**config.mk**
```make
export PLATFORM = sky130hd
export DESIGN_NAME = batch_sched
export DESIGN_NICKNAME = d
export VERILOG_FILES = /design/src/rtl/batch_sched_pkg.sv /design/src/rtl/batch_msm.sv /design/src/rtl/batch_degree.sv /design/src/rtl/batch_voq_store.sv /design/src/rtl/batch_sched.sv
export SDC_FILE = /design/constraint.sdc
export NUM_CORES = 2
export LEC_CHECK = 0
export ABC_AREA = 1
export BUFFER_PORTS_ARGS = -buffer_cell sky130_fd_sc_hd__buf_2
export CAP_MARGIN = 20
export CORE_UTILIZATION = 40
export CTS_BUF_LIST = sky130_fd_sc_hd__clkbuf_4 sky130_fd_sc_hd__clkbuf_8
export DETAILED_ROUTE_END_ITERATION = 12
export PLACE_DENSITY = 0.62
export SYNTH_ARGS = -nofsm -noshare
export SYNTH_HDL_FRONTEND = slang
export SYNTH_HIERARCHICAL = 1
export SYNTH_SLANG_ARGS = --single-unit
```
**constraint.sdc**
```tcl
create_clock -name clk_i -period 61.9 [get_ports clk_i]
set_input_delay 3.095 -clock clk_i [delete_from_list [all_inputs] [get_ports clk_i]]
set_output_delay 3.095 -clock clk_i [all_outputs]
set_load 0.005 [all_outputs]
```
**src/rtl/batch_sched_pkg.sv**
```systemverilog
package batch_sched_pkg;

  function automatic int unsigned fact(int unsigned n);
    int unsigned r;
    r = 1;
    for (int unsigned k = 2; k <= n; k++) r = r * k;
    return r;
  endfunction

  // Destination of input pos in the idx-th permutation, lexicographic order
  function automatic int unsigned perm_dest(int unsigned n, int unsigned idx, int unsigned pos);
    bit [31:0]   used;
    int unsigned rem, f, d, cnt, sel, res;
    used = '0;
    rem  = idx;
    res  = 0;
    for (int unsigned i = 0; i < n; i++) begin
      f   = fact(n - 1 - i);
      d   = rem / f;
      rem = rem % f;
      cnt = 0;
      sel = 0;
      for (int unsigned j = 0; j < n; j++) begin
        if (!used[j]) begin
          if (cnt == d) sel = j;
          cnt++;
        end
      end
      used[sel] = 1'b1;
      if (i == pos) res = sel;
    end
    return res;
  endfunction

endpackage

```
**src/rtl/batch_msm.sv**
```systemverilog
module batch_msm import batch_sched_pkg::*; #(
  parameter int unsigned N  = 4,
  parameter int unsigned IW = $clog2(N)
) (
  input  logic [N*N-1:0]  req_i,
  output logic [N-1:0]    gnt_valid_o,
  output logic [N*IW-1:0] gnt_dest_o
);
  localparam int unsigned NPERM = fact(N);
  localparam int unsigned PW    = (NPERM > 1) ? $clog2(NPERM) : 1;
  localparam int unsigned SW    = $clog2(N + 1);

  logic [N*IW-1:0] perm_tab [NPERM];
  logic [SW-1:0]   score    [NPERM];

  for (genvar p = 0; p < NPERM; p++) begin : g_perm
    logic [N-1:0] hit;
    for (genvar i = 0; i < N; i++) begin : g_in
      localparam int unsigned D = perm_dest(N, p, i);
      assign perm_tab[p][i*IW +: IW] = IW'(D);
      assign hit[i] = req_i[i*N + D];
    end
    assign score[p] = SW'($countones(hit));
  end

  logic [PW-1:0] best;
  logic [SW-1:0] best_s;

  // strict compare keeps the lowest index on ties
  always_comb begin
    best   = '0;
    best_s = score[0];
    for (int p = 1; p < NPERM; p++) begin
      if (score[p] > best_s) begin
        best   = PW'(p);
        best_s = score[p];
      end
    end
  end

  always_comb begin
    gnt_dest_o = perm_tab[best];
    for (int i = 0; i < N; i++)
      gnt_valid_o[i] = req_i[i*N + int'(gnt_dest_o[i*IW +: IW])];
  end

endmodule

```
**src/rtl/batch_degree.sv**
```systemverilog
module batch_degree #(
  parameter int unsigned N  = 4,
  parameter int unsigned CW = 8,
  parameter int unsigned DW = CW + $clog2(N)
) (
  input  logic [N*N*CW-1:0] cnt_i,
  output logic [DW-1:0]     max_o
);
  always_comb begin
    logic [DW-1:0] row_acc;
    logic [DW-1:0] col_acc;
    max_o = '0;
    for (int i = 0; i < N; i++) begin
      row_acc = '0;
      col_acc = '0;
      for (int j = 0; j < N; j++) begin
        row_acc = row_acc + DW'(cnt_i[(i*N+j)*CW +: CW]);
        col_acc = col_acc + DW'(cnt_i[(j*N+i)*CW +: CW]);
      end
      if (row_acc > max_o) max_o = row_acc;
      if (col_acc > max_o) max_o = col_acc;
    end
  end
endmodule

```
**src/rtl/batch_voq_store.sv**
```systemverilog
module batch_voq_store #(
  parameter int unsigned N  = 4,
  parameter int unsigned CW = 8,
  parameter int unsigned IW = $clog2(N)
) (
  input  logic              clk_i,
  input  logic              rst_ni,
  input  logic              load_i,
  input  logic [N-1:0]      arr_valid_i,
  input  logic [N*IW-1:0]   arr_dest_i,
  input  logic [N-1:0]      gnt_valid_i,
  input  logic [N*IW-1:0]   gnt_dest_i,
  output logic [N*N-1:0]    req_o,
  output logic [N*N*CW-1:0] nxt_cnt_o,
  output logic              drained_o,
  output logic [N-1:0]      drop_o
);
  localparam logic [CW-1:0] CMAX = '1;

  logic [CW-1:0] cur_q [N][N];
  logic [CW-1:0] nxt_q [N][N];
  logic [CW-1:0] cur_d [N][N];
  logic [CW-1:0] nxt_d [N][N];
  logic [N-1:0]  drop_d, drop_q;

  always_comb begin
    cur_d  = cur_q;
    nxt_d  = nxt_q;
    drop_d = '0;
    if (load_i) begin
      cur_d = nxt_q;
      nxt_d = '{default: '0};
    end else begin
      for (int i = 0; i < N; i++)
        if (gnt_valid_i[i])
          cur_d[i][gnt_dest_i[i*IW +: IW]] = cur_q[i][gnt_dest_i[i*IW +: IW]] - 1'b1;
    end
    for (int i = 0; i < N; i++) begin
      if (arr_valid_i[i]) begin
        if (nxt_d[i][arr_dest_i[i*IW +: IW]] == CMAX) drop_d[i] = 1'b1;
        else nxt_d[i][arr_dest_i[i*IW +: IW]] = nxt_d[i][arr_dest_i[i*IW +: IW]] + 1'b1;
      end
    end
  end

  always_comb begin
    drained_o = !load_i;
    for (int i = 0; i < N; i++)
      for (int j = 0; j < N; j++)
        if (cur_d[i][j] != '0) drained_o = 1'b0;
  end

  always_ff @(posedge clk_i or negedge rst_ni) begin
    if (!rst_ni) begin
      cur_q  <= '{default: '0};
      nxt_q  <= '{default: '0};
      drop_q <= '0;
    end else begin
      cur_q  <= cur_d;
      nxt_q  <= nxt_d;
      drop_q <= drop_d;
    end
  end

  for (genvar i = 0; i < N; i++) begin : g_row
    for (genvar j = 0; j < N; j++) begin : g_col
      assign req_o[i*N+j]                = (cur_q[i][j] != '0);
      assign nxt_cnt_o[(i*N+j)*CW +: CW] = nxt_q[i][j];
    end
  end

  assign drop_o = drop_q;

endmodule

```
**src/rtl/batch_sched.sv**
```systemverilog
module batch_sched #(
  parameter int unsigned N   = 4,
  parameter int unsigned CW  = 8,
  parameter int unsigned IW  = $clog2(N),
  parameter int unsigned DW  = CW + $clog2(N),
  parameter int unsigned SLW = DW + 1
) (
  input  logic            clk_i,
  input  logic            rst_ni,
  input  logic [N-1:0]    arr_valid_i,
  input  logic [N*IW-1:0] arr_dest_i,
  output logic [N-1:0]    grant_valid_o,
  output logic [N*IW-1:0] grant_dest_o,
  output logic            batch_done_o,
  output logic [N-1:0]    drop_o,
  output logic [DW-1:0]   degree_o,
  output logic [SLW-1:0]  slots_o
);
  logic [N*N-1:0]    req;
  logic [N*N*CW-1:0] nxt_cnt;
  logic [DW-1:0]     nxt_deg;
  logic              load, drained;
  logic              done_q;
  logic [DW-1:0]     deg_q;
  logic [SLW-1:0]    slots_q;

  assign load = ~|req;

  batch_voq_store #(.N(N), .CW(CW), .IW(IW)) u_store (
    .clk_i       (clk_i),
    .rst_ni      (rst_ni),
    .load_i      (load),
    .arr_valid_i (arr_valid_i),
    .arr_dest_i  (arr_dest_i),
    .gnt_valid_i (grant_valid_o),
    .gnt_dest_i  (grant_dest_o),
    .req_o       (req),
    .nxt_cnt_o   (nxt_cnt),
    .drained_o   (drained),
    .drop_o      (drop_o)
  );

  batch_msm #(.N(N), .IW(IW)) u_msm (
    .req_i       (req),
    .gnt_valid_o (grant_valid_o),
    .gnt_dest_o  (grant_dest_o)
  );

  batch_degree #(.N(N), .CW(CW), .DW(DW)) u_deg (
    .cnt_i (nxt_cnt),
    .max_o (nxt_deg)
  );

  always_ff @(posedge clk_i or negedge rst_ni) begin
    if (!rst_ni) begin
      done_q  <= 1'b0;
      deg_q   <= '0;
      slots_q <= '0;
    end else begin
      done_q <= drained;
      if (load) begin
        deg_q   <= nxt_deg;
        slots_q <= '0;
      end else if (|grant_valid_o) begin
        slots_q <= slots_q + 1'b1;
      end
    end
  end

  assign batch_done_o = done_q;
  assign degree_o     = deg_q;
  assign slots_o      = slots_q;

endmodule

```
==> results by group <==
Global routing
  • Global-route usage over all layers: 25.4%
  • Largest net degree at the start of global routing: 176
  • Initial antenna violation count: 3
  • Vias in the first global route: between 20000 and 30000
  • Total gr overflow: 0
  • First-pass GRT wire length: 155000 um

STA
  • Fin Setup TNS: 0 ns
  • Slew Limit Fails: 0
  • Final hold viol count: 0
  • Final setup viols: 0
  • Measured slew at the worst slew-check pin: 1.13 ns
  • Min Tclk post-route: 33.26 ns
  • Relative slew margins: 24.2%
  • FMAX: 30.1 MHz
  • RSZ-0062 raised after global routing: no
  • Worst Skew: 0.0263 ns
  • Fin crit share: 53.7%

Logic synthesis
  • Synth area leaders: dfrtp_1 23%, nand2_1 15%, ha_1 12%
  • Main synth FF type: dfrtp_1
  • Most instantiated library cell after synthesis: nand2_1
  • Synth warn: 6
  • Yosys reg bits: ~280
  • Top cell type's share of synthesized area: between 20% and 30%
  • Syn_area_per_cell: 6.97 sq um
  • Most frequent cells after synthesis: 1206 x nand2_1, 682 x inv_1, 371 x nor2_1, 366 x nand3_1, 289 x ha_1
  • Sequential share of the synthesized area: 22.9%
  • Post-synthesis net count: about 4900
  • Mapped Cells: 4422
  • Cell Area, Synth: 0.0308 sq mm
  • Post-synth EDFFs: 0
  • Yosys top cell by area: dfrtp_1
  • Async SR Flop Fraction: 100%
  • Distinct cell type count after synthesis: ~70

CTS
  • Clock Root Buffer: clkbuf_8
  • Clock Sinks: 282
  • Clock transition at the registers of the reported paths: 0.06 ns
  • TritonCTS clock tree: done
  • Post-cts resize count: 0
  • Total CTS buffers: between 40 and 50
  • Cts hold-fix bufs: 0
  • Post-CTS Setup Repair Bufs: 0
  • Clk buf depth: 3
  • Clock latency on the worst-skew pair: 0.61 ns
  • H-tree depth: 2

Setup path
  • Critical Path AT: 30.17 ns
  • Worst setup path class: flop to output port
  • Most frequent CP cell: nand2_1
  • Crit-path slowest cell: a31oi_1
  • Largest stage delay, worst path: between 0.8 and 0.9 ns
  • Worst Path Max Fanout: 26
  • Worst path required time: 58.80 ns
  • CP endpoint kind: output port
  • Startpoint types: flop

Place
  • DPL Wire Length: 79100 um
  • Port bufs: 51
  • GP Congestion: about 1
  • Post-DP Area: 0.0319 sq mm

Drt
  • Via density: between 5 and 6
  • Per-cell routed wire length: around 18 um
  • Drt pass-1 iters: 6
  • DRT Wirelength: 98900 um
  • Post-route ant nets: 0
  • Initial drt markers: 2660
  • Via count: 28571
  • DRC: 0

Job
  • Max cap viols: 0

Floorplan
  • Die ar.: between 0.07 and 0.08 sq mm
  • Rows: 101
  • Die width: 280 um
  • I/O pins: 52
  • Starting Density: ~40%
  • Total core area: ~0.076 sq mm
  • Die H: 280 um

Layout
  • Area Overhead vs Synth: 6.50%
  • Final #Nets: around 4900
  • Layout cells sized above 1: under 10%
  • Final instance area: 0.0328 sq mm
  • Final core occ: 43.2%

Min path
  • Tightest Hold Check Type: flop to flop

Status
  • Status: complete, no violations
## final timing paths
| check | slack (ns) | cells after the start | endpoint | from |
|---|---|---|---|---|
| worst max register to register | 30.15 | 214 | batch_done_o | u_store/cur_q[38] |
| min in group asynchronous | 2.41 | 1 | slots_o[10] | rst_ni |
| worst max-delay path | 28.64 | 199 | grant_valid_o[3] | u_store/cur_q[38] |
| max in group asynchronous | 58.09 | 2 | u_store/nxt_cnt_o[31] | rst_ni |
| worst min register to register | 0.47 | 2 | degree_o[3] | degree_o[3] |
| worst min-delay path | 0.47 | 2 | degree_o[3] | degree_o[3] |
## cells in the final DEF, fill, tap and decap left out, types with 29 or more instances in the layout
cell type,n
o21a_1,49
o21ai_1,41
nand3_2,52
nand3_1,366
inv_1,682
nor4_1,29
nand2_2,41
nor2_2,37
a31oi_1,42
ha_1,289
a21oi_1,143
o21ai_0,186
nor2_1,371
fa_1,134
xor2_1,58
dfrtp_1,282
clkbuf_8,59
buf_2,50
inv_2,45
nand2_1,1206
## critical path: cells and delay by family, from the launching register on
family                   cells  cell delay [ns]
flip-flops                   1             0.39
AND/OR/NAND/NOR             90             9.71
buffers and inverters       43             3.64
adder cells (fa/ha/maj)     26             7.66
AO/OA/AOI/OAI               40             8.06
## kinds of logic after synthesis
family / count (synthesis) / share of synthesized area (%)
mux: 4 / 0.138
fa+ha+maj: 423 / 20.4
flops: 282 / 22.9
simple gates: 2209 / 31.7
xor+xnor: 87 / 2.47
buf+inv: 838 / 11.2
compound gates: 579 / 11.2
## metrics by stage
stage	setup WS [ns]	hold WS, ns	std cells
after detailed placement	29.50	0.461	5413
after global placement	30.25	0.463	5412
after floorplan	33.50	0.472	4422
after global routing	25.59	0.491	5496
after CTS	28.75	0.477	5495
final	28.64	0.472	5497
## layout make-up
class	count	area, sq um
clock inverters	15	111
flip-flops and latches	282	7060
multi-input cells	3302	20300
clock buffers	67	872
fillers	7970	43200
diodes	2	5.00
well taps	1030	1290
inverters	733	2780
repair buffers	66	390
## routing by layer
metal | track usage, % | vias to the layer above | wire (um)
met5 | 0 | - | 0
met4 | 8.95 | 0 | 3620
met3 | 1.98 | 123 | 5890
met2 | 41.2 | 911 | 44700
met1 | 35.4 | 13371 | 44700
li1 | - | 14166 | -
## registers in the layout, summed over array words and instances (netlist names)
register / flops
slots_o: 11
u_store/drop_o: 4
u_store/cur_q: 128
degree_o: 10
batch_done_o: 1
u_store/nxt_cnt_o: 128
Power is not shown: default switching activity piles up to over one toggle a cycle in this logic, so the estimate is an artifact.
